File: config.mk
export PLATFORM = sky130hd
export DESIGN_NAME = sync_rate_meter
export DESIGN_NICKNAME = d
export VERILOG_FILES = /design/src/rtl/srm_pkg.sv /design/src/rtl/srm_timebase.sv /design/src/rtl/srm_edge_sync.sv /design/src/rtl/srm_pulse_counter.sv /design/src/rtl/srm_result_regs.sv /design/src/rtl/sync_rate_meter.sv
export SDC_FILE = /design/constraint.sdc
export NUM_CORES = 1
export LEC_CHECK = 0
export ABC_AREA = 1
export BUFFER_PORTS_ARGS = -buffer_cell sky130_fd_sc_hd__buf_2
export CORE_ASPECT_RATIO = 2
export CORE_MARGIN = 2
export CORE_UTILIZATION = 45
export CTS_CLUSTER_SIZE = 8
export DETAILED_ROUTE_END_ITERATION = 10
export PLACE_DENSITY = 0.73
export SLEW_MARGIN = 40
export SYNTH_ARGS = -nofsm -noshare
export SYNTH_HDL_FRONTEND = slang
export SYNTH_SLANG_ARGS = --single-unit
File: constraint.sdc
create_clock -name clk -period 3.2 [get_ports clk]
set_input_delay 0 -clock clk [delete_from_list [all_inputs] [get_ports clk]]
set_output_delay 0 -clock clk [all_outputs]
set_load 0.02 [all_outputs]
File: src/rtl/srm_pkg.sv
package srm_pkg;

   typedef enum logic [1:0] {
      REG_HI   = 2'd0,
      REG_LO   = 2'd1,
      REG_STAT = 2'd2,
      REG_NONE = 2'd3
   } srm_addr_e;

   localparam int ByteW = 8;

endpackage

File: src/rtl/srm_timebase.sv
module srm_timebase #(
   parameter int LONG_GATE   = 1000,
   parameter int LONG_PERIOD = 1024,
   parameter int FAST_GATE   = 250,
   parameter int FAST_PERIOD = 256
) (
   input  logic clk,
   input  logic rst_n,
   input  logic tick_i,
   input  logic mode_i,
   output logic gate_open_o,
   output logic wrap_o,
   output logic mode_q_o
);

   localparam int PMAX = (LONG_PERIOD > FAST_PERIOD) ? LONG_PERIOD : FAST_PERIOD;
   localparam int PH_W = $clog2(PMAX + 1);

   generate
      if (LONG_GATE < 1 || LONG_GATE >= LONG_PERIOD) begin : g_bad_long
         $error("srm_timebase: long gate must be shorter than long period");
      end
      if (FAST_GATE < 1 || FAST_GATE >= FAST_PERIOD) begin : g_bad_fast
         $error("srm_timebase: fast gate must be shorter than fast period");
      end
   endgenerate

   logic [PH_W-1:0] ph_q;
   logic [PH_W-1:0] gate_end;
   logic [PH_W-1:0] per_last;
   logic            mode_q;

   always_comb begin
      if (mode_q) begin
         gate_end = PH_W'(FAST_GATE);
         per_last = PH_W'(FAST_PERIOD - 1);
      end else begin
         gate_end = PH_W'(LONG_GATE);
         per_last = PH_W'(LONG_PERIOD - 1);
      end
   end

   assign gate_open_o = (ph_q < gate_end);
   assign wrap_o      = tick_i && (ph_q == per_last);
   assign mode_q_o    = mode_q;

   always_ff @(posedge clk or negedge rst_n) begin
      if (!rst_n) begin
         ph_q   <= '0;
         mode_q <= 1'b0;
      end else if (wrap_o) begin
         ph_q   <= '0;
         mode_q <= mode_i;
      end else if (tick_i) begin
         ph_q <= ph_q + 1'b1;
      end
   end

   assert_gate_shut_at_wrap_R2 : assert property (@(posedge clk) disable iff (!rst_n)
      wrap_o |-> !gate_open_o);

   assert_mode_hold_R9 : assert property (@(posedge clk) disable iff (!rst_n)
      !wrap_o |=> $stable(mode_q));

endmodule

File: src/rtl/srm_edge_sync.sv
module srm_edge_sync #(
   parameter int STAGES = 2
) (
   input  logic clk,
   input  logic rst_n,
   input  logic async_i,
   output logic rise_o
);

   generate
      if (STAGES < 2) begin : g_bad_stages
         $error("srm_edge_sync: at least two synchroniser stages needed");
      end
   endgenerate

   logic [STAGES:0] chain_q;

   genvar gi;
   generate
      for (gi = 0; gi <= STAGES; gi++) begin : g_stage
         if (gi == 0) begin : g_first
            always_ff @(posedge clk or negedge rst_n) begin
               if (!rst_n) chain_q[0] <= 1'b0;
               else        chain_q[0] <= async_i;
            end
         end else begin : g_next
            always_ff @(posedge clk or negedge rst_n) begin
               if (!rst_n) chain_q[gi] <= 1'b0;
               else        chain_q[gi] <= chain_q[gi-1];
            end
         end
      end
   endgenerate

   assign rise_o = chain_q[STAGES-1] & ~chain_q[STAGES];

   assert_single_cycle_rise_R2 : assert property (@(posedge clk) disable iff (!rst_n)
      rise_o |=> !rise_o);

endmodule

File: src/rtl/srm_pulse_counter.sv
module srm_pulse_counter #(
   parameter int CNT_W  = 13,
   parameter int FAST_W = 11
) (
   input  logic             clk,
   input  logic             rst_n,
   input  logic             gate_i,
   input  logic             rise_i,
   input  logic             wrap_i,
   input  logic             fast_i,
   output logic [CNT_W-1:0] cnt_o,
   output logic             ovf_o
);

   generate
      if (FAST_W < 1 || FAST_W >= CNT_W) begin : g_bad_width
         $error("srm_pulse_counter: fast width must be below counter width");
      end
   endgenerate

   localparam logic [CNT_W-1:0] LONG_MAX = {CNT_W{1'b1}};
   localparam logic [CNT_W-1:0] FAST_MAX = CNT_W'((1 << FAST_W) - 1);

   logic [CNT_W-1:0] cnt_q;
   logic             ovf_q;
   logic [CNT_W-1:0] limit;

   assign limit = fast_i ? FAST_MAX : LONG_MAX;

   always_ff @(posedge clk or negedge rst_n) begin
      if (!rst_n) begin
         cnt_q <= '0;
         ovf_q <= 1'b0;
      end else if (wrap_i) begin
         cnt_q <= '0;
         ovf_q <= 1'b0;
      end else if (gate_i && rise_i) begin
         if (cnt_q == limit) ovf_q <= 1'b1;
         else                cnt_q <= cnt_q + 1'b1;
      end
   end

   assign cnt_o = cnt_q;
   assign ovf_o = ovf_q;

   assert_clear_after_wrap_R3 : assert property (@(posedge clk) disable iff (!rst_n)
      wrap_i |=> (cnt_q == '0 && !ovf_q));

   assert_hold_when_shut_R2 : assert property (@(posedge clk) disable iff (!rst_n)
      (!gate_i && !wrap_i) |=> $stable(cnt_q));

   assert_fast_cap_R7 : assert property (@(posedge clk) disable iff (!rst_n)
      fast_i |-> (cnt_q <= FAST_MAX));

   assert_ovf_at_cap_R6 : assert property (@(posedge clk) disable iff (!rst_n)
      ovf_q |-> (cnt_q == limit));

endmodule

File: src/rtl/srm_result_regs.sv
module srm_result_regs
   import srm_pkg::*;
#(
   parameter int CNT_W  = 13,
   parameter int FAST_W = 11,
   parameter int HI_W   = 8
) (
   input  logic             clk,
   input  logic             rst_n,
   input  logic             wrap_i,
   input  logic             fast_i,
   input  logic [CNT_W-1:0] cnt_i,
   input  logic             ovf_i,
   input  logic             rd_en_i,
   input  logic [1:0]       rd_addr_i,
   output logic [ByteW-1:0] rd_data_o
);

   localparam int LO_W   = CNT_W - HI_W;
   localparam int KEEP_W = CNT_W - FAST_W;
   localparam int FLO_W  = FAST_W - HI_W;

   generate
      if (HI_W != ByteW || LO_W < 1 || LO_W > ByteW) begin : g_bad_split
         $error("srm_result_regs: result split does not fit the byte registers");
      end
      if (FLO_W < 1) begin : g_bad_fast
         $error("srm_result_regs: fast count must exceed the high field");
      end
   endgenerate

   logic [HI_W-1:0] hi_q;
   logic [LO_W-1:0] buf_q;
   logic [LO_W-1:0] low_q;
   logic            ovf_st_q;
   logic [LO_W-1:0] buf_fast;
   srm_addr_e       addr;

   assign addr     = srm_addr_e'(rd_addr_i);
   assign buf_fast = {cnt_i[FLO_W-1:0], buf_q[KEEP_W-1:0]};

   always_ff @(posedge clk or negedge rst_n) begin
      if (!rst_n) begin
         hi_q     <= '0;
         buf_q    <= '0;
         ovf_st_q <= 1'b0;
      end else if (wrap_i) begin
         ovf_st_q <= ovf_i;
         if (fast_i) begin
            hi_q  <= cnt_i[FAST_W-1 -: HI_W];
            buf_q <= buf_fast;
         end else begin
            hi_q  <= cnt_i[CNT_W-1 -: HI_W];
            buf_q <= cnt_i[LO_W-1:0];
         end
      end
   end

   always_ff @(posedge clk or negedge rst_n) begin
      if (!rst_n) begin
         low_q     <= '0;
         rd_data_o <= '0;
      end else if (rd_en_i) begin
         unique case (addr)
            REG_HI: begin
               rd_data_o <= hi_q;
               low_q     <= buf_q;
            end
            REG_LO:   rd_data_o <= ByteW'(low_q);
            REG_STAT: rd_data_o <= ByteW'(ovf_st_q);
            default:  rd_data_o <= '0;
         endcase
      end else begin
         rd_data_o <= '0;
      end
   end

   assert_low_only_on_hi_read_R5 : assert property (@(posedge clk) disable iff (!rst_n)
      !(rd_en_i && rd_addr_i == 2'd0) |=> $stable(low_q));

   assert_idle_zero_R8 : assert property (@(posedge clk) disable iff (!rst_n)
      !rd_en_i |=> (rd_data_o == '0));

   assert_status_tracks_R6 : assert property (@(posedge clk) disable iff (!rst_n)
      wrap_i |=> (ovf_st_q == $past(ovf_i)));

endmodule

File: src/rtl/sync_rate_meter.sv
module sync_rate_meter #(
   parameter int CNT_W       = 13,
   parameter int FAST_W      = 11,
   parameter int SYNC_STAGES = 2,
   parameter int LONG_GATE   = 1000,
   parameter int LONG_PERIOD = 1024,
   parameter int FAST_GATE   = 250,
   parameter int FAST_PERIOD = 256
) (
   input  logic       clk,
   input  logic       rst_n,
   input  logic       sync_in,
   input  logic       tick,
   input  logic       fast_mode,
   input  logic       rd_en,
   input  logic [1:0] rd_addr,
   output logic [7:0] rd_data
);

   logic             gate_open;
   logic             wrap;
   logic             mode_q;
   logic             rise;
   logic [CNT_W-1:0] cnt;
   logic             ovf;

   srm_timebase #(
      .LONG_GATE  (LONG_GATE),
      .LONG_PERIOD(LONG_PERIOD),
      .FAST_GATE  (FAST_GATE),
      .FAST_PERIOD(FAST_PERIOD)
   ) u_tb (
      .clk        (clk),
      .rst_n      (rst_n),
      .tick_i     (tick),
      .mode_i     (fast_mode),
      .gate_open_o(gate_open),
      .wrap_o     (wrap),
      .mode_q_o   (mode_q)
   );

   srm_edge_sync #(
      .STAGES(SYNC_STAGES)
   ) u_sync (
      .clk    (clk),
      .rst_n  (rst_n),
      .async_i(sync_in),
      .rise_o (rise)
   );

   srm_pulse_counter #(
      .CNT_W (CNT_W),
      .FAST_W(FAST_W)
   ) u_cnt (
      .clk   (clk),
      .rst_n (rst_n),
      .gate_i(gate_open),
      .rise_i(rise),
      .wrap_i(wrap),
      .fast_i(mode_q),
      .cnt_o (cnt),
      .ovf_o (ovf)
   );

   srm_result_regs #(
      .CNT_W (CNT_W),
      .FAST_W(FAST_W),
      .HI_W  (8)
   ) u_regs (
      .clk      (clk),
      .rst_n    (rst_n),
      .wrap_i   (wrap),
      .fast_i   (mode_q),
      .cnt_i    (cnt),
      .ovf_i    (ovf),
      .rd_en_i  (rd_en),
      .rd_addr_i(rd_addr),
      .rd_data_o(rd_data)
   );

endmodule

---- After elaboration in Yosys (flattened, before gate mapping) ----
Index checks and enable logic that the tools add are counted.
storage, ports and cells
  latch bits .............................. 0
  bits in read-only memories .............. 0
  bits in writable memories ............... 0
  output and inout port bits .............. 8
  register bits after elaboration ......... 56
  memories ................................ 0
operators by class
  equal/unequal tests ..................... 5
  magnitude comparators ................... 1
  reductions and logical operators ........ 10
  shifts and indexed selects .............. 0
  mux-type cells .......................... 15
  multipliers ............................. 0
  bitwise gates (word level) .............. 3
  divide/modulo/power cells ............... 0
  add/sub/neg operators ................... 2
operators with widths
  operator                                                                 number
  13-bit 2-to-1 mux                                                        4
  8-bit case mux with 3 select lines                                       1
  11-bit 2-to-1 mux                                                        2
  10-bit 2-to-1 mux                                                        2
  8-bit 2-to-1 mux                                                         2
  13-bit by 1-bit adder with 13-bit output, second input constant          1
  13-bit == test                                                           1
  11-bit by 1-bit adder with 11-bit output, second input constant          1
  11-bit by 10-bit == test with 1-bit output                               1
  11-bit by 10-bit < comparator with 1-bit output                          1
  2-bit AND reduction                                                      4
  2-bit nonzero test                                                       3
  5-bit 2-to-1 mux                                                         1
  1-bit 2-to-1 mux                                                         3
  2-bit by 1-bit == test with 1-bit output, second input constant          1
  2-bit == test, second input constant                                     1
  1-bit logical AND                                                        2
  2-bit logical NOT                                                        1
  2-bit by 1-bit inequality test with 1-bit output, second input constant  1
  1-bit inverter                                                           2
  1-bit bitwise AND                                                        1

---- Depth between registers and ports, before layout ----
Gate-level depths: netlist of run 1.
  word-level depth ........................ 5
  depth in mapped cells ................... 10

---- Hierarchy ----
From an unflattened synthesis of run 1, not the netlist that was laid out.
second synthesis, totals
  cell total of the unflattened synthesis .. 359
  area total of the unflattened synthesis .. 2,877.8 um2
modules (own cells, without submodules)
  module             times used  area each (um2)  cells an instance  sequential area each (um2)
  srm_result_regs    1           1,152.4          125                675.6
  srm_pulse_counter  1           925.9            137                350.3
  srm_timebase       1           714.4            92                 300.3
  srm_edge_sync      1           85.1             5                  75.1

---- Least setup slack after synthesis of run 1 ----
No wires, ideal clock.
  kind .................................... reg-to-reg
  start point ............................. register u_tb.mode_q, in the netlist u_tb.mode_q_o
  end point ............................... register u_cnt.cnt_q[2], in the netlist u_cnt.cnt_o[2]
  stages on the path, launching flop included .. 11
  slack ................................... 1,539 ps
  arrival ................................. 1,544 ps
  setup time .............................. 118 ps
  period minus slack after synthesis ...... 1,661 ps
  path through ............................ dfrtp_1 -> ha_1 -> inv_1 -> nor2_1 -> nand3_1 -> nor2_2 -> buf_6 -> buf_8 -> nor2_1 -> nand3_1 -> nand2_1
on the way
  cells in the longest elaborated chain, start to end .. 5
  elaborated cells between the ends (all ways) .. 12
  those cells by class .................... 1 x order compare; 3 x eq/ne; 4 x mux; 4 x reduce/logical
RTL lines
  what                                                                                                                  RTL line                                     source
  start: declaration                                                                                                    srm_timebase.sv:31                           logic mode_q;
  start signal: assignment                                                                                              srm_timebase.sv:53                           mode_q <= mode_i;
  10-bit 2-to-1 mux                                                                                                     srm_timebase.sv:34                           if (mode_q) begin
  11-bit by 10-bit < comparator with 1-bit output / 11-bit by 10-bit == test with 1-bit output (equally long branches)  srm_timebase.sv:43, srm_timebase.sv:44
  1-bit logical AND, on equally long branches                                                                           srm_pulse_counter.sv:37, srm_timebase.sv:44
  2-bit nonzero test (no source line) / 2-bit by 1-bit inequality test with 1-bit output (equally long branches)        -
  2-bit AND reduction (no source line)                                                                                  -
  end signal: assignment                                                                                                srm_pulse_counter.sv:39                      else cnt_q <= cnt_q + 1'b1;
  end: declaration                                                                                                      srm_pulse_counter.sv:24                      logic [CNT_W-1:0] cnt_q;
Parallel ways exist; a longest one is shown, timed or not.
A chain may end at the register's enable or synchronous reset.

---- Worst setup path after layout of run 1 ----
  start point ............................. register u_tb.mode_q, in the netlist u_tb.mode_q_o
  end point ............................... register u_regs.hi_q[2]
on the way
  cells in the longest elaborated chain, start to end .. 3
  elaborated cells between the ends (all ways) .. 4
  those cells by class .................... 1 x eq/ne; 2 x mux; 1 x reduce/logical
RTL lines
  what                                        RTL line               source
  10-bit 2-to-1 mux                           srm_timebase.sv:34
  11-bit by 10-bit == test with 1-bit output  srm_timebase.sv:44     assign wrap_o = tick_i && (ph_q == per_last);
  1-bit logical AND                           srm_timebase.sv:44
  end signal: assignment                      srm_result_regs.sv:50  hi_q <= cnt_i[FAST_W-1 -: HI_W];
  end signal: assignment                      srm_result_regs.sv:53  hi_q <= cnt_i[CNT_W-1 -: HI_W];
  end: declaration                            srm_result_regs.sv:32  logic [HI_W-1:0] hi_q;
Parallel ways exist; a longest one is shown, timed or not.

==> flow_metrics.py, run 1 <==
metrics = {
    "setup_path": {
        "cp-end-kind": "flip-flop",
        "slowest_stage": "dfrtp_1",
        "worst_ep_arrival_time_ns": 2.32,
        "path_max_fanout": 38,
        "reg2reg_depth": 8,
        "crit_chain": "ha_1 -> inv_1 -> nor2_1 -> nand3_1 -> nor2_2 -> buf_4 -> o211ai_1 -> o21ai_0",
        "crit_cells": 8,
        "crit_path_start_kind": "flip-flop",
        "crit_family": "flip-flops",
        "worstSetupStartpoint": "u_tb.mode_q_o",
        "crit_buf_inv": 2,
        "required_ns": 3.40,
        "timing.rr.end": "u_regs.hi_q[2]",
        "r2r_start": "u_tb.mode_q_o",
        "cp_slowest_stage_delay_ns": 0.51,
        "r2r_slack_ns": 1.08,
        "setup.worst_path.class": "flip-flop to flip-flop",
        "endpoint": "u_regs.hi_q[2]",
    },
    "logic_synthesis": {
        "avgSynthCellArea_um2": 7.813,
        "ys_warn_count": 0,
        "ys_ff_latch": 56,
        "netlist_area_um2": 2907,
        "yosys.area_share.simple": 0.2923,
        "syn_nets": 385,
        "synth_compound_area_frac": 0.09255,
        "ys_types": 26,
        "synth_top_family_by_area": "simple AND/OR/NAND/NOR gates",
        "synth_xor_area_frac": 0.01507,
        "muxShareOfSynthArea": 0.007749,
        "synth_seq_area_share": 0.4821,
        "synthAdderAreaFrac": 0.02152,
        "synth_cells": 372,
    },
    "detailed_routing": {
        "ant_nets": 0,
        "drtIter0Drc": 79,
        "drc": 0,
        "vias": 2465,
        "vias_per_cell": 5.179,
        "wl_per_cell_um": 13.99,
        "drt_pass1_iterations": 4,
        "wirelength_um": 6660,
    },
    "clocking": {
        "postCtsSetupBuffers": 0,
        "htree_levels": 2,
        "cts_buffers": 5,
        "clk_path_buf_depth": 2,
        "tritoncts": "done",
        "clkTransAtPathRegs_ns": 0.06,
        "cts_hold_buf": 4,
        "cts_root_buffer": "clkbuf_16",
        "cts_resized": 0,
        "cts.sinks": 56,
        "clk_latency_ns": 0.29,
    },
    "timing": {
        "fin_crit_ns": 2.121,
        "fin_skew_ns": 0.002627,
        "rsz0062_at_grt": "false",
        "period_share": 0.6629,
        "drv_slew": 0,
        "max_clock_freq_mhz": 471.4,
        "finalHoldViolCount": 0,
        "setup_violations": 0,
        "setup_tns_ns": 0,
        "max_slew_margin": 0.6878,
        "worst_pin_slew_ns": 0.4676,
    },
    "layout": {
        "finalNonFillerCells": 476,
        "final_common_cell": "nand2_1",
        "area_growth_pct": 12.10,
        "final_nets": 403,
        "n_fill_cell": 624,
        "final_cell_mix": "nand2_1 (93), dfrtp_1 (56), nand3_1 (55), inv_1 (44), nor2_1 (38)",
        "drive_gt1_frac": 0.1000,
        "n_antenna_cell": 0,
    },
    "placed_design": {
        "hpwl_um": 4870,
        "place_congestion": 0.8732,
        "placed_cells": 465,
        "io_buffers": 15,
    },
    "grt": {
        "grt_max_degree": 39,
        "grt-ovfl-total": 0,
        "track_usage": 0.2058,
        "antenna_found_initial": 0,
        "grt_pass1_wl_um": 11070,
        "grt_pass1_vias": 2510,
    },
    "pwr": {
        "total_power_mw": 1.635,
        "ir_drop_mv": 0.3211,
        "leakagePower_nw": 1.705,
        "p_per_area_nw_per_um2": 501.9,
    },
    "die": {
        "dieWidth_um": 60.83,
        "start_util": 0.4644,
        "boundaryPins": 16,
        "die_area_um2": 7157,
        "fp.dieH_um": 117.7,
        "core_area_um2": 6259,
        "num_rows": 41,
    },
    "flow_run": {
        "max-cap-violations": 0,
    },
    "worst_hold_path": {
        "hold_class": "input port to flip-flop",
    },
    "outcome": {
        "status": "complete, no violations",
    },
}
registers in the layout, summed over array words and instances, names as in the netlist:
register and flops:
u_regs.low_q 5, u_regs.buf_q 5, u_sync.chain_q 3, u_tb.mode_q_o 1, u_cnt.ovf_o 1, u_regs.rd_data_o 8, u_regs.ovf_st_q 1, u_regs.hi_q 8
u_tb.ph_q 11, u_cnt.cnt_o 13
stage by stage:
step           area, µm²  hold WS [ns]    util  setup slack [ns]
2_1_floorplan       2907       -0.2956       -             1.539
4_1_cts             3256       0.04801  0.5202             1.114
5_1_grt             3258       0.06425  0.5206            0.9147
3_3_place_gp        3030        0.1088  0.4842             1.182
3_5_place_dp        3030        0.1123  0.4842             1.125
6_report            3258       0.03317  0.5206             1.079
synthesized netlist by cell type, drive strengths merged:
master   n  area [µm²]
inv     47       176.4
o311ai   1       8.760
o211ai   9       67.56
nand2   95       361.6
o21ai   27       135.1
a21oi    9       45.04
nor2    43       173.9
xnor2    2       17.52
dfrtp   56        1401
nand4    3       18.77
buf      9       72.56
nand3   56       285.3
clkbuf   2       8.750
xor2     3       26.28
mux2     2       22.52
a31oi    1       12.51
nor3     2       10.01
ha       5       62.56
routing by layer:
metal,share of wire,up-vias,global-route usage
met5,0,-,0
met4,0.057,0,0.1291
met3,0.033,28,0.03956
met2,0.56,67,0.3696
met1,0.35,1141,0.1977
li1,-,1229,-
power breakdown:
| group | leakage (nW) | switching (mW) | total (mW) | internal [mW] |
|---|---|---|---|---|
| registers | 0.630 | 0.0521 | 0.809 | 0.757 |
| logic | 0.985 | 0.0896 | 0.147 | 0.0579 |
| clock network | 0.0899 | 0.235 | 0.679 | 0.444 |
| total | 1.70 | 0.377 | 1.64 | 1.26 |
worst register-to-register path, delay by kind of cell, from the launching register on:
kind                       cells  cell delay (ns)
buffers and inverters          2             0.41
AOI/OAI and AO/OA              2             0.36
DFF                            1             0.51
adders and majority gates      1             0.39
and+or+nand+nor                3             0.37
logic make-up after synthesis:
| family | Yosys count |
|---|---|
| xor+xnor | 5 |
| fa+ha+maj | 5 |
| mux | 2 |
| compound gates | 47 |
| flops | 56 |
| buf+inv | 58 |
| simple gates | 199 |
layout make-up:
cell class              count  area (µm²)  share of cell area
clock buffers               5       125.1             0.03840
flip-flops and latches     56        1401              0.4301
inverters                  47       176.4             0.05415
well taps                  86       107.6             0.03303
clock inverters             2       60.06             0.01843
repair buffers             22       140.1             0.04301
multi-input cells         258        1247              0.3829
worst min-delay path by stage:
| stage | start | end | slack, ns | cells after the start |
|---|---|---|---|---|
| finish | tick | u_tb.ph_q[1] | 0.03 | 2 |
| CTS | tick | u_tb.ph_q[1] | 0.05 | 2 |
| global route | tick | u_tb.ph_q[1] | 0.06 | 2 |
| global placement | sync_in | u_sync.chain_q[0] | 0.11 | 1 |
| detailed placement | sync_in | u_sync.chain_q[0] | 0.11 | 1 |
| floorplan | rst_n | u_cnt.cnt_o[0] | -0.30 | 0 |
Note: power is estimated with default switching activity, not from simulation.
==> run 2, diff against run 1 <==
ABC_AREA = 0   (was 1)
clock period = 2 ns   (was 3.2 ns; I/O delays follow)
==> flow_metrics.py, run 2 <==
metrics = {
    "setup_path": {
        "r2r_slack_ns": -0.26,
        "reg2reg_depth": 6,
        "required_ns": 2.22,
        "crit_path_start_kind": "flip-flop",
        "worstSetupStartpoint": "u_tb.mode_q_o",
        "setup.worst_path.class": "flip-flop to flip-flop",
        "worst_ep_arrival_time_ns": 2.48,
        "r2r_start": "u_tb.mode_q_o",
        "path_max_fanout": 6,
        "cp-end-kind": "flip-flop",
        "timing.rr.end": "u_cnt.cnt_o[10]",
        "endpoint": "u_cnt.cnt_o[10]",
    },
    "placed_design": {
        "hpwl_um": 4394,
        "io_buffers": 15,
        "place_congestion": 0.8845,
    },
    "layout": {
        "area_growth_pct": 38.08,
        "largest_register_ffs": 13,
        "final_nets": 332,
        "n_fill_cell": 419,
        "final_common_cell": "dfrtp_1",
        "final_cell_mix": "dfrtp_1 (56), buf_4 (44), nor2_1 (32)",
        "drive_gt1_frac": 0.3762,
        "n_antenna_cell": 0,
    },
    "logic_synthesis": {
        "synth_area_leaders": "dfrtp_1 (54%), mux2i_1 (6.5%), nor2_1 (4.9%)",
        "async_reset_ff_frac": 1.000,
        "yosys.area.top_type": "dfrtp_1",
        "ys_types": 38,
        "synth_top_area_frac": 0.5392,
        "synth_seq_area_share": 0.5392,
        "netlist_area_um2": 2599,
        "synth_edf_count": 0,
        "ys_top_cells_by_count": "dfrtp_1 (56), nor2_1 (34), a21oi_1 (23)",
        "avgSynthCellArea_um2": 10.48,
        "synth.most_common_cell": "dfrtp_1",
        "synth_flop_cell": "dfrtp_1",
        "synth_cells": 248,
        "syn_nets": 261,
        "ys_ff_latch": 56,
        "ys_warn_count": 0,
    },
    "grt": {
        "grt_pass1_vias": 2264,
        "grt-ovfl-total": 0,
        "track_usage": 0.2157,
        "antenna_found_initial": 0,
        "grt_pass1_wl_um": 10710,
        "grt_max_degree": 33,
    },
    "die": {
        "die_area_um2": 6436,
        "boundaryPins": 16,
        "dieWidth_um": 57.74,
        "core_area_um2": 5660,
        "start_util": 0.4591,
        "num_rows": 39,
        "fp.dieH_um": 111.5,
    },
    "timing": {
        "period_share": 1.129,
        "fin_skew_ns": 0.005036,
        "setup_violations": 13,
        "finalHoldViolCount": 0,
        "max_clock_freq_mhz": 442.8,
        "setup_tns_ns": -2.267,
        "max_slew_margin": 0.5995,
        "fin_crit_ns": 2.259,
        "rsz0062_at_grt": "true",
        "worst_pin_slew_ns": 0.6007,
        "drv_slew": 0,
        "postLayoutSetupSlackWorst_ns": -0.2585,
    },
    "detailed_routing": {
        "vias_per_cell": 5.913,
        "wl_per_cell_um": 17.75,
        "wirelength_um": 6745,
        "drtIter0Drc": 73,
        "vias": 2247,
        "drt_pass1_iterations": 4,
        "drc": 0,
        "ant_nets": 0,
    },
    "pwr": {
        "total_power_mw": 3.384,
        "p_per_area_nw_per_um2": 943.1,
        "ir_drop_mv": 1.086,
        "leakagePower_nw": 1.750,
    },
    "clocking": {
        "clk_path_buf_depth": 2,
        "cts_buffers": 5,
        "clkTransAtPathRegs_ns": 0.07,
        "cts.sinks": 56,
        "cts_root_buffer": "clkbuf_16",
        "htree_levels": 2,
        "tritoncts": "done",
        "clk_latency_ns": 0.30,
    },
    "worst_hold_path": {
        "hold_class": "input port to flip-flop",
    },
    "flow_run": {
        "max-cap-violations": 0,
    },
    "outcome": {
        "status": "finished, violations left",
        "violations": "negative setup slack",
    },
}
run 2: logic make-up (layout without fill, tap and decap cells):
logic type / Yosys count / in the layout / share of synthesized area
and+or+nand+nor: 96 / 96 / 0.1868
DFF: 56 / 56 / 0.5392
AOI/OAI and AO/OA: 41 / 41 / 0.09341
muxes: 26 / 26 / 0.1045
buffers and inverters: 17 / 88 / 0.02841
xor gates and xnor gates: 7 / 7 / 0.02359
adders and majority gates: 5 / 5 / 0.02407
run 2: critical path: stages (launching register included):
cell and delay, ns:
dfrtp_1 0.39, ha_2 0.19, or4b_4 0.48, a221o_2 0.40, buf_6 0.16, or4_4 0.42, a21oi_2 0.15
run 2: how the worst min path moves through the flow:
stage                          start             endpoint  cells after the start
final                     rd_addr[1]  u_regs.rd_data_o[0]                      3
after global placement         rst_n      u_regs.low_q[0]                      1
after detailed placement       rst_n      u_regs.low_q[0]                      1
after CTS                 rd_addr[1]  u_regs.rd_data_o[0]                      3
after global routing      rd_addr[1]  u_regs.rd_data_o[0]                      3
after floorplan                rst_n       u_cnt.cnt_o[0]                      0
run 2: layout make-up:
class                   instances  area [µm²]  share of cell area
clock buffers                   5       125.1             0.03487
inverters                       5       21.27            0.005927
clock inverters                 2       60.06             0.01674
multi-input cells             175        1289              0.3591
flip-flops and latches         56        1401              0.3905
well taps                      61       76.32             0.02127
repair buffers                 76       615.6              0.1715
run 2: report_power, final:
part	internal (mW)	total [mW]	switching (mW)
Sequential	1.27	1.40	0.125
Combinational	0.425	0.881	0.456
Clock	0.711	1.11	0.395
run 2: through the flow:
stage / utilization / hold slack [ns] / instance area, µm² / worst slack (ns) / instances
finish: 0.6340 / 0.06057 / 3588 / -0.2585 / 380
global route: 0.6340 / 0.1055 / 3588 / -0.3549 / 380
CTS: 0.6004 / 0.06624 / 3398 / -0.2031 / 373
detailed placement: 0.5471 / 0.04171 / 3097 / -0.2406 / 357
global placement: 0.5471 / 0.03122 / 3097 / -0.1890 / 357
floorplan: - / -0.2956 / 2653 / -0.2690 / 248
run 2: metal layers:
layer  up-vias  share of wire  global-route usage
met1      1088           0.34              0.2211
met4         0          0.058              0.1194
met2        90           0.56              0.3939
li1       1032              -                   -
met3        37          0.039             0.03600
met5         -              0                   0
run 2: repair_timing:
item                                    in CTS  in global routing
gates resized for setup                      9                 34
cloned                                       1                  3
endpoints found under the hold margin       28                  0
setup buffers                                4                  4
pin swaps                                    6                  7
endpoints found under the setup margin      11                 31
hold buffers                                 5                  0
==> run 3, diff against run 2 <==
CELL_PAD_IN_SITES_DETAIL_PLACEMENT = 1   (was default)
CELL_PAD_IN_SITES_GLOBAL_PLACEMENT = 1   (was default)
PLACE_DENSITY = 0.86   (was 0.73)
==> flow_metrics.py, run 3 (synthesized netlist as in run 2, its figures left out) <==
metrics = {
    "timing": {
        "worst_pin_slew_ns": 0.6476,
        "rsz0062_at_grt": "true",
        "max_clock_freq_mhz": 437.5,
        "max_slew_margin": 0.5683,
        "setup_tns_ns": -2.532,
        "setup_violations": 13,
        "fin_crit_ns": 2.286,
        "fin_skew_ns": 0.01072,
        "finalHoldViolCount": 0,
        "hold_slack_ns": 0.05358,
        "period_share": 1.143,
        "drv_slew": 0,
        "postLayoutSetupSlackWorst_ns": -0.2859,
    },
    "clocking": {
        "clk_path_buf_depth": 2,
        "cts.sinks": 56,
        "htree_levels": 2,
        "clk_latency_ns": 0.31,
        "clkTransAtPathRegs_ns": 0.08,
        "tritoncts": "done",
        "cts_buffers": 5,
        "cts_root_buffer": "clkbuf_16",
    },
    "die": {
        "dieWidth_um": 57.74,
        "core_area_um2": 5660,
        "num_rows": 39,
        "start_util": 0.4591,
        "fp.dieH_um": 111.5,
        "boundaryPins": 16,
        "die_area_um2": 6436,
    },
    "outcome": {
        "violations": "negative setup slack",
        "status": "finished, violations left",
    },
    "worst_hold_path": {
        "min_from": "rd_addr[1]",
        "hold_class": "input port to flip-flop",
        "min_path_cells": 3,
        "min_to": "u_regs.rd_data_o[0]",
    },
    "setup_path": {
        "reg2reg_depth": 6,
        "setup.worst_path.class": "flip-flop to flip-flop",
        "path_max_fanout": 6,
        "r2r_slack_ns": -0.29,
        "slowest_stage": "or4b_4",
        "r2r_start": "u_tb.mode_q_o",
        "crit_family": "simple AND/OR/NAND/NOR gates",
        "cp-end-kind": "flip-flop",
        "timing.rr.end": "u_cnt.cnt_o[4]",
        "crit_chain": "ha_2 -> or4b_4 -> a221o_2 -> buf_6 -> or4_4 -> a21oi_2",
        "required_ns": 2.23,
        "crit_buf_inv": 1,
        "worst_ep_arrival_time_ns": 2.52,
        "cp_slowest_stage_delay_ns": 0.50,
        "crit_path_start_kind": "flip-flop",
    },
    "placed_design": {
        "io_buffers": 15,
        "place_congestion": 0.8244,
        "hpwl_um": 4881,
        "placed_cells": 351,
    },
    "layout": {
        "area_growth_pct": 35.00,
        "largest_register_ffs": 13,
        "multiInputGateArea_um2": 1294,
        "final_nets": 326,
        "drive_gt1_frac": 0.3631,
        "n_antenna_cell": 0,
        "final_common_cell": "dfrtp_1",
        "finalNonFillerCells": 375,
        "final_cell_mix": "dfrtp_1 (56), buf_4 (41), nor2_1 (32), mux2i_1 (17), buf_2 (15)",
        "regArea_um2": 1401,
        "n_fill_cell": 617,
    },
    "grt": {
        "grt_pass1_wl_um": 12290,
        "antenna_found_initial": 0,
        "grt-ovfl-total": 0,
        "track_usage": 0.2485,
        "grt_max_degree": 30,
        "grt_pass1_vias": 2475,
    },
    "pwr": {
        "total_power_mw": 3.164,
        "ir_drop_mv": 0.8917,
        "leakagePower_nw": 1.698,
        "p_per_area_nw_per_um2": 901.9,
    },
    "detailed_routing": {
        "wirelength_um": 7801,
        "vias_per_cell": 5.984,
        "vias": 2244,
        "drc": 0,
        "wl_per_cell_um": 20.80,
        "drt_pass1_iterations": 4,
        "ant_nets": 0,
        "drtIter0Drc": 76,
    },
    "flow_run": {
        "max-cap-violations": 0,
    },
}
run 3: cell types whose count changed in the layout (fill, tap and decap cells not counted), moves of 3 or more:
cell / change
a21oi_2: +3
a21oi_1: -3
buf_6: -3
buf_4: -3
o31ai_2: -3
o31ai_1: +3
run 3: worst max path at each step:
stage / from / end / slack, ns / cells after the start
2_1_floorplan: u_tb.mode_q_o / u_cnt.cnt_o[5] / -0.27 / 10
3_3_place_gp: u_tb.mode_q_o / u_cnt.cnt_o[11] / -0.15 / 6
3_5_place_dp: u_tb.mode_q_o / u_cnt.cnt_o[11] / -0.28 / 6
4_1_cts: u_tb.mode_q_o / u_cnt.cnt_o[3] / -0.27 / 9
5_1_grt: u_tb.mode_q_o / u_cnt.cnt_o[2] / -0.37 / 9
6_report: u_tb.mode_q_o / u_cnt.cnt_o[4] / -0.29 / 6
run 3: final cells by class:
cell class / instances / area share
Tap cell: 61 / 0.02175
Timing Repair Buffer: 70 / 0.1637
Multi-Input combinational cell: 175 / 0.3688
Clock inverter: 1 / 0.002496
Inverter: 5 / 0.006063
Sequential cell: 56 / 0.3994
Clock buffer: 7 / 0.03780
run 3: layer usage:
layer  track usage  part of all wire
met1        0.2530              0.35
met2        0.4568              0.57
met3       0.04065             0.031
met4        0.1364             0.053
met5             0                 0
run 3: what timing repair did:
action	CTS	global route
pin swaps	4	9
cloned	0	1
endpoints found under the setup margin	26	26
hold endpoints to repair	31	0
hold buffers	5	0
buffers inserted	7	3
gates resized for setup	15	21
run 3: report_power, final:
part	switching [mW]	leakage, nW	internal (mW)
registers	0.177	0.713	1.27
logic	0.453	0.917	0.378
clock network	0.417	0.0681	0.469
run 3: worst reg2reg max path, delay by kind of cell (launching register included):
kind	cells	cell delay, ns
flops	1	0.42
simple gates	2	0.92
compound gates	2	0.53
fa+ha+maj	1	0.21
buf+inv	1	0.15
run 3: per-stage QoR:
step	setup slack, ns	area, µm²	util
global route	-0.3748	3508	0.6198
global placement	-0.1539	3039	0.5369
finish	-0.2859	3508	0.6198
CTS	-0.2685	3357	0.5931
detailed placement	-0.2792	3039	0.5369
floorplan	-0.2690	2653	-
